$ cat config.mk
export PLATFORM = sky130hd
export DESIGN_NAME = pwr_mode_ctrl
export DESIGN_NICKNAME = d
export VERILOG_FILES = /design/src/rtl/pwr_mode_pkg.sv /design/src/rtl/pmc_stab_cnt.sv /design/src/rtl/pmc_gate_dec.sv /design/src/rtl/pwr_mode_ctrl.sv
export SDC_FILE = /design/constraint.sdc
export NUM_CORES = 1
export LEC_CHECK = 0
export BUFFER_PORTS_ARGS = -buffer_cell sky130_fd_sc_hd__buf_2
export CAP_MARGIN = 20
export CORE_UTILIZATION = 55
export DETAILED_ROUTE_END_ITERATION = 7
export PLACE_DENSITY = 0.81
export SYNTH_ARGS = -nofsm -noshare
export SYNTH_HDL_FRONTEND = slang
export SYNTH_SLANG_ARGS = --single-unit
export TNS_END_PERCENT = 50
$ cat constraint.sdc
create_clock -name clk_i -period 5.63 [get_ports clk_i]
set_input_delay 0.8445 -clock clk_i [delete_from_list [all_inputs] [get_ports clk_i]]
set_output_delay 0.8445 -clock clk_i [all_outputs]
set_load 0.02 [all_outputs]
$ cat src/rtl/pwr_mode_pkg.sv
package pwr_mode_pkg;
  typedef enum logic [2:0] {
    ST_RESET     = 3'd0,
    ST_MAIN_WAIT = 3'd1,
    ST_SUB_WAIT  = 3'd2,
    ST_MAIN_RUN  = 3'd3,
    ST_SUB_RUN   = 3'd4,
    ST_SWITCH    = 3'd5,
    ST_SLEEP     = 3'd6,
    ST_STOP      = 3'd7
  } pmc_state_e;
endpackage

$ cat src/rtl/pmc_stab_cnt.sv
module pmc_stab_cnt #(
  parameter int CNT_W = 4
) (
  input  logic             clk_i,
  input  logic             rst_ni,
  input  logic             run_i,
  input  logic             tick_i,
  input  logic [CNT_W-1:0] limit_i,
  output logic             done_o
);
  logic [CNT_W-1:0] cnt_q;

  assign done_o = (cnt_q >= limit_i);

  // clears whenever no wait state is active, saturates at the limit
  always_ff @(posedge clk_i or negedge rst_ni) begin
    if (!rst_ni)              cnt_q <= '0;
    else if (!run_i)          cnt_q <= '0;
    else if (tick_i && !done_o) cnt_q <= cnt_q + 1'b1;
  end
endmodule

$ cat src/rtl/pmc_gate_dec.sv
module pmc_gate_dec
  import pwr_mode_pkg::*;
(
  input  pmc_state_e state_i,
  input  logic       scm_i,
  output logic       main_osc_en_o,
  output logic       sub_osc_en_o,
  output logic       cpu_clk_en_o,
  output logic       per_clk_en_o
);
  logic sleeping;

  assign sleeping      = (state_i == ST_SLEEP);
  assign cpu_clk_en_o  = (state_i == ST_MAIN_RUN) || (state_i == ST_SUB_RUN) || (state_i == ST_SWITCH);
  assign per_clk_en_o  = cpu_clk_en_o || sleeping;
  assign main_osc_en_o = (state_i == ST_MAIN_WAIT) || (state_i == ST_MAIN_RUN) ||
                         (state_i == ST_SWITCH) || (sleeping && scm_i);
  assign sub_osc_en_o  = (state_i == ST_SUB_WAIT) || (state_i == ST_SUB_RUN) ||
                         (state_i == ST_SWITCH) || (sleeping && !scm_i);
endmodule

$ cat src/rtl/pwr_mode_ctrl.sv
module pwr_mode_ctrl
  import pwr_mode_pkg::*;
#(
  parameter int MAIN_STAB_TICKS = 16,
  parameter int SUB_STAB_TICKS  = 8
) (
  input  logic       clk_i,
  input  logic       rst_ni,
  input  logic       tick_i,
  input  logic       por_sub_i,
  input  logic       ext_rst_i,
  input  logic       sw_rst_i,
  input  logic       wdt_rst_i,
  input  logic       wr_i,
  input  logic       wr_scs_i,
  input  logic       wr_slp_i,
  input  logic       wr_stp_i,
  input  logic       irq_i,
  output logic       main_osc_en_o,
  output logic       sub_osc_en_o,
  output logic       cpu_clk_en_o,
  output logic       per_clk_en_o,
  output logic       scm_o,
  output logic [2:0] state_o
);
  localparam int MAX_TICKS = (MAIN_STAB_TICKS > SUB_STAB_TICKS) ? MAIN_STAB_TICKS : SUB_STAB_TICKS;
  localparam int CNT_W     = $clog2(MAX_TICKS + 1);
  localparam logic [CNT_W-1:0] MAIN_LIM = CNT_W'(MAIN_STAB_TICKS);
  localparam logic [CNT_W-1:0] SUB_LIM  = CNT_W'(SUB_STAB_TICKS);

  pmc_state_e       state_q, state_d;
  logic             scm_q, scm_d;
  logic             rst_req, wait_active, stab_done;
  logic [CNT_W-1:0] limit;

  assign rst_req     = ext_rst_i || sw_rst_i || wdt_rst_i;
  assign wait_active = (state_q == ST_MAIN_WAIT) || (state_q == ST_SUB_WAIT) || (state_q == ST_SWITCH);
  assign limit       = (state_q == ST_SUB_WAIT) ? SUB_LIM : MAIN_LIM;

  pmc_stab_cnt #(.CNT_W(CNT_W)) u_stab (
    .clk_i   (clk_i),
    .rst_ni  (rst_ni),
    .run_i   (wait_active),
    .tick_i  (tick_i),
    .limit_i (limit),
    .done_o  (stab_done)
  );

  pmc_gate_dec u_gate (
    .state_i       (state_q),
    .scm_i         (scm_q),
    .main_osc_en_o (main_osc_en_o),
    .sub_osc_en_o  (sub_osc_en_o),
    .cpu_clk_en_o  (cpu_clk_en_o),
    .per_clk_en_o  (per_clk_en_o)
  );

  always_comb begin
    state_d = state_q;
    scm_d   = scm_q;
    if (rst_req) begin
      state_d = ST_RESET;
      scm_d   = 1'b0;
    end else begin
      case (state_q)
        ST_RESET:     state_d = por_sub_i ? ST_SUB_WAIT : ST_MAIN_WAIT;
        ST_MAIN_WAIT: if (stab_done) begin state_d = ST_MAIN_RUN; scm_d = 1'b1; end
        ST_SUB_WAIT:  if (stab_done) begin state_d = ST_SUB_RUN;  scm_d = 1'b0; end
        ST_MAIN_RUN: if (wr_i) begin
          if (wr_stp_i)      state_d = ST_STOP;
          else if (wr_slp_i) state_d = ST_SLEEP;
          else if (!wr_scs_i) begin state_d = ST_SUB_RUN; scm_d = 1'b0; end
        end
        ST_SUB_RUN: if (wr_i) begin
          if (wr_stp_i)      state_d = ST_STOP;
          else if (wr_slp_i) state_d = ST_SLEEP;
          else if (wr_scs_i) state_d = ST_SWITCH;
        end
        ST_SWITCH:    if (stab_done) begin state_d = ST_MAIN_RUN; scm_d = 1'b1; end
        ST_SLEEP:     if (irq_i) state_d = scm_q ? ST_MAIN_RUN : ST_SUB_RUN;
        ST_STOP:      if (irq_i) state_d = scm_q ? ST_MAIN_WAIT : ST_SUB_WAIT;
        default:      state_d = ST_RESET;
      endcase
    end
  end

  always_ff @(posedge clk_i or negedge rst_ni) begin
    if (!rst_ni) begin
      state_q <= ST_RESET;
      scm_q   <= 1'b0;
    end else begin
      state_q <= state_d;
      scm_q   <= scm_d;
    end
  end

  assign scm_o   = scm_q;
  assign state_o = state_q;
endmodule

==> impl_metrics.ini, run 1 <==
[sta]
rsz0062_at_grt = false
relSlewSlack_pct = 58.7
setup_ws_ns = 3.09
setup_viol = 0
post-route-period-util_pct = 45.1
min_period_ns = 2.54
skew_ns = 0.0120
maxSlewViolCount = 0
setup-tns-final_ns = 0
worst_slew_pin_slew_ns = 0.620
timing.fmax_mhz = 394
hold_violations = 0

[final_layout]
nets = 139
multi_input_area_sq_um = 581
seq_area_sq_um = 225
n_fill_cell = 122
syn_to_final_growth_pct = 13.9
drive_gt1_share_pct = 24.6
antenna_cells = 0

[placement]
portBuffers = 19
gp_congestion = 0.926
post-place-ws_ns = 3.12
place_hpwl_microns = 1530

[clocking]
postCtsHoldBufs = 0
post_cts_buffers = 0
clk_latency_ns = 0.28
clock-sinks = 9
cts_tree = yes
clk_pin_slew_ns = 0.08
post_cts_resized = 0
htreeDepth = 1
cts.path.max_buffers = 2
root_buffer = clkbuf_4
numCtsBuffers = 3

[synthesis]
synth_cell_type_count = 37
yosys-top-cells-count = 13 x nand2_1, 11 x a21oi_1, 9 x dfrtp_1
yosys.area.top_type = dfrtp_1
yosys.area.top_type_share_pct = 26.4
syn_inst = 104
syn-cell-area_sq_um = 855
synthArstFlopShare_pct = 100
yosysWarnings = 0
synth_area_per_cell_sq_um = 8.22
yosys-top-cells-area = dfrtp_1 26%, a21oi_1 6.4%, ha_1 5.9%
ys_ff_latch = 9
yosysMostFrequentCell = nand2_1
yosys_most_used_dff = dfrtp_1
syn_nets = 120
synth_edf_count = 0
ys_seq_area_share_pct = 26.4

[grt]
grt_pass1_wl_microns = 3380
grt-ovfl-total = 0
grt_start_max_net_pins = 23
grt_pass1_vias = 711
grt_usage_pct = 26.7
antenna_found_initial = 0

[job]
cap_viol_max_count = 0

[worst_hold_path]
worstHoldPathType = in2async

[floorplanning]
die_h_microns = 41.4
die_w_microns = 41.4
std_cell_rows = 13
start_util_pct = 62.5
dieArea_sq_um = 1720
ios = 20
coreArea_sq_um = 1370

[routing]
ant_nets = 0
vias = 830
drt-pass1-iter-count = 4
detail_route.iter0.violations = 32
viasPerCell = 6.06
wl_per_cell_microns = 14.6
drc = 0
totalWireLength_microns = 2000

[power_and_ir_drop]
max-vdd-ir-drop_mv = 0.136
p_leak_nw = 0.418
power_mw = 0.150
powerDensity_nw_per_um2 = 154

[outcome]
status = complete, no violations

[worst_setup_path]
critPathLaunchType = flop
worstSetupPathType = reg2reg
crit_start = state_o[2]
endpoint_kind = flop
arrival_ns = 2.71
worstPathRequired_ns = 5.81
cp_max_fo = 19
r2r_start = state_o[2]
==> metal layers <==
layer  vias to the layer above  part of all wire (%)  track usage (%)  routed length (microns)
met4                         0                   2.5             15.5                       50
met5                         -                     0                0                        0
met1                       379                    47             38.0                      943
met2                        34                    43             35.3                      869
met3                         5                   6.9             7.83                      138
li1                        412                     -                -                        -
==> cell families after synthesis <==
| kind of cell | share of synthesized area (%) |
|---|---|
| buffers and inverters | 5.71 |
| adder cells (fa/ha/maj) | 5.86 |
| multiplexers | 1.17 |
| AO/OA/AOI/OAI | 22.3 |
| XOR/XNOR | 2.05 |
| flip-flops | 26.4 |
| AND/OR/NAND/NOR | 36.6 |
==> critical path, cell delays in order, from the launching register on <==
cell	delay [ns]
dfrtp_1	0.57
nand2b_1	0.28
nor2_1	0.27
ha_1	0.36
and4b_4	0.24
o41ai_4	0.33
nor3_1	0.10
o31a_1	0.28
==> cells in the final DEF, fill, tap and decap left out, types with 2 or more instances in the layout <==
cell type | Yosys | layout
ha_1 | 4 | 4
o31ai_1 | 2 | 2
nor2b_1 | 3 | 3
dfrtp_1 | 9 | 9
nand3b_1 | 2 | 2
nor2_1 | 6 | 6
a211oi_1 | 2 | 2
a21oi_1 | 11 | 11
clkbuf_4 | 0 | 3
buf_2 | 2 | 19
nand2_1 | 13 | 13
nor3_1 | 3 | 3
xnor2_1 | 2 | 2
or3_2 | 2 | 2
nand3_1 | 3 | 3
inv_1 | 7 | 7
nand2b_1 | 6 | 6
o21ai_0 | 6 | 6
==> worst paths after layout <==
| kind | slack (ns) | cells past startpoint | endpoint |
|---|---|---|---|
| worst max-delay path | 3.09 | 7 | state_o[2] |
| min in group clk_i | 0.58 | 2 | u_stab.cnt_q[4] |
| max in group asynchronous | 5.04 | 1 | u_stab.cnt_q[1] |
| worst min-delay path | 0.40 | 1 | state_o[2] |
| worst min register to register | 0.58 | 2 | u_stab.cnt_q[4] |
| worst max register to register | 3.09 | 7 | state_o[2] |
==> sequential cells by signal (all words and copies together), names as in the netlist <==
name,count
scm_o,1
state_o,3
u_stab.cnt_q,5
==> through the flow <==
step | cell area (sq um) | hold WS [ns] | std cells | util, %
after floorplan | 855 | 0.527 | 104 | -
after global placement | 946 | 0.553 | 133 | 69.2
after detailed placement | 946 | 0.564 | 133 | 69.2
after CTS | 973 | 0.398 | 137 | 71.2
after global routing | 973 | 0.401 | 137 | 71.2
final | 973 | 0.396 | 137 | 71.2
==> area by class of cell <==
class	instances	area share [%]
repair buffers	19	9.77
clock buffers	3	2.31
flip-flops and latches	9	23.1
well taps	15	1.93
clock inverters	1	0.514
inverters	7	2.70
multi-input cells	83	59.6
==> power breakdown <==
part	switching (mW)	total, mW	internal, mW
Clock	0.0284	0.0548	0.0264
Combinational	0.0154	0.0273	0.0119
Sequential	0.00275	0.0682	0.0654
(Power assumes the default switching activity.)
==> inputs of run 2 (changes only) <==
Settings changed: CORE_UTILIZATION 55 to 52, PLACE_DENSITY 0.81 to 0.78.
Clock period 5.63 ns to 2.5 ns, I/O delays scaled along.
==> run 2 against run 1 <==
Compared with the run above: final cell count up 3.6%; clock power up 100%; utilization down 5.2 points; setup slack worse by 2.8 ns; sequential cell count stayed put; register-to-register slack worse by 2.8 ns; sequential share of layout area decreased by 0.75 points; combinational power rose to 2.5 times the previous value; critical path type unchanged; highest routed layer is now met3; die area is 5.5% higher.
==> impl_metrics.ini, run 2 (synthesized netlist as in run 1, its figures left out) <==
[power_and_ir_drop]
powerDensity_nw_per_um2 = 326
max-vdd-ir-drop_mv = 0.312
p_seq_share_pct = 45.4
combPwrFrac_pct = 20.9
switching_power_mw = 0.0899
clockPowerShare_pct = 33.8
swShare_pct = 27.4
p_leak_nw = 0.436
p_int_mw = 0.238

[sta]
worst_slew_pin_slew_ns = 0.547
min_period_ns = 2.20
post-route-period-util_pct = 87.8
setup_viol = 0
setup-tns-final_ns = 0
skew_ns = 0.00813
whs_ns = 0.422
maxSlewViolCount = 0
rsz0062_at_grt = false
hold_violations = 0
timing.fmax_mhz = 455
relSlewSlack_pct = 63.2

[routing]
vias = 815
drt-pass1-iter-count = 4
viasPerCell = 5.74
totalWireLength_microns = 1840
drc = 0
ant_nets = 0
wl_per_cell_microns = 12.9
detail_route.iter0.violations = 26

[clocking]
clock-sinks = 9
clk_latency_ns = 0.26
clk_pin_slew_ns = 0.06
htreeDepth = 1
cts_tree = yes
root_buffer = clkbuf_4
post_cts_resized = 0
post_cts_buffers = 0
postCtsHoldBufs = 1
cts.path.max_buffers = 2
numCtsBuffers = 3

[placement]
place_hpwl_microns = 1460
gp_congestion = 0.943
dp_cells = 137
portBuffers = 19

[final_layout]
regMostFlops = u_stab.cnt_q
final_cell_mix = 19 x buf_2, 13 x nand2_1, 11 x a21oi_1
drive_gt1_share_pct = 25.4
final_common_cell = buf_2
largest_reg_flops = 5
syn_to_final_growth_pct = 17.7
n_fill_cell = 131
antenna_cells = 0
nets = 143
fin_cells = 142

[worst_hold_path]
worstHoldPathType = in2reg
holdPathEnd = u_stab.cnt_q[1]
holdPathStages = 3
worstHoldStart = tick_i

[worst_setup_path]
crit_buf_inv = 0
reg2reg_depth = 7
crit_family = simple AND/OR/NAND/NOR gates
worst-r2r-setup-slack_ns = 0.30
arrival_ns = 2.38
critPathLaunchType = flop
r2r_start = state_o[2]
worstPathRequired_ns = 2.69
crit_chain = nand2b_1, nor2_1, ha_1, nand2b_1, nand4_4, or4_1, a21oi_1
crit_slowest_cell = or4_1
endpoint_kind = flop
cpMostUsedCell = nand2b_1
critPathMaxStageDelay_ns = 0.50
worstSetupPathType = reg2reg
r2r_end = u_stab.cnt_q[4]
cp_max_fo = 8

[outcome]
status = complete, no violations

[floorplanning]
coreArea_sq_um = 1520
die_w_microns = 42.5
start_util_pct = 56.1
std_cell_rows = 14
ios = 20
die_h_microns = 42.5
dieArea_sq_um = 1810

[grt]
grt_pass1_vias = 745
grt_start_max_net_pins = 22
grt-ovfl-total = 0
antenna_found_initial = 0
grt_usage_pct = 23.0
grt_pass1_wl_microns = 3240

[job]
cap_viol_max_count = 0
run 2: power groups by stage:
stage | Sequential (mW) | Clock (mW) | Combinational, mW
floorplan | 0.154 | 0 | 0.0411
finish | 0.149 | 0.111 | 0.0684
global route | 0.149 | 0.120 | 0.0763
CTS | 0.149 | 0.116 | 0.0686
detailed placement | 0.152 | 0 | 0.0672
global placement | 0.152 | 0 | 0.0659
run 2: worst max path at each step:
| stage | from | end | slack [ns] | cells after the start |
|---|---|---|---|---|
| after floorplan | state_o[0] | state_o[2] | 0.17 | 8 |
| after global placement | state_o[2] | state_o[2] | 0.41 | 7 |
| after detailed placement | state_o[2] | u_stab.cnt_q[2] | 0.32 | 7 |
| after CTS | state_o[2] | u_stab.cnt_q[2] | 0.30 | 7 |
| after global routing | state_o[2] | u_stab.cnt_q[4] | 0.09 | 7 |
| final | state_o[2] | u_stab.cnt_q[4] | 0.30 | 7 |
run 2: through the flow:
stage | utilization, % | worst slack (ns) | instance area (sq um) | power, mW
after CTS | 66.0 | 0.300 | 1010 | 0.334
after global routing | 66.0 | 0.0927 | 1010 | 0.346
after floorplan | - | 0.166 | 855 | 0.195
after detailed placement | 63.6 | 0.317 | 970 | 0.219
after global placement | 63.6 | 0.414 | 970 | 0.217
final | 66.0 | 0.304 | 1010 | 0.328
run 2: worst register-to-register path, cell delays in order, from the launching register on:
cell      delay, ns
dfrtp_1        0.37
nand2b_1       0.17
nor2_1         0.24
ha_1           0.35
nand2b_1       0.18
nand4_4        0.17
or4_1          0.50
a21oi_1        0.16
run 2: routing by layer:
| layer | wire, microns | track usage (%) | vias up |
|---|---|---|---|
| met5 | 0 | 0 | - |
| met4 | 0 | 6.25 | 0 |
| met3 | 85 | 3.88 | 0 |
| met2 | 836 | 35.4 | 27 |
| met1 | 913 | 33.3 | 363 |
| li1 | - | - | 425 |
run 2: layout make-up:
type                    instances  area, sq um  area share, %
flip-flops and latches          9          225           22.4
multi-input cells              83          581           57.7
inverters                       7         26.3           2.61
well taps                      16         20.0           1.99
repair buffers                 23          128           12.7
clock buffers                   4         26.3           2.61
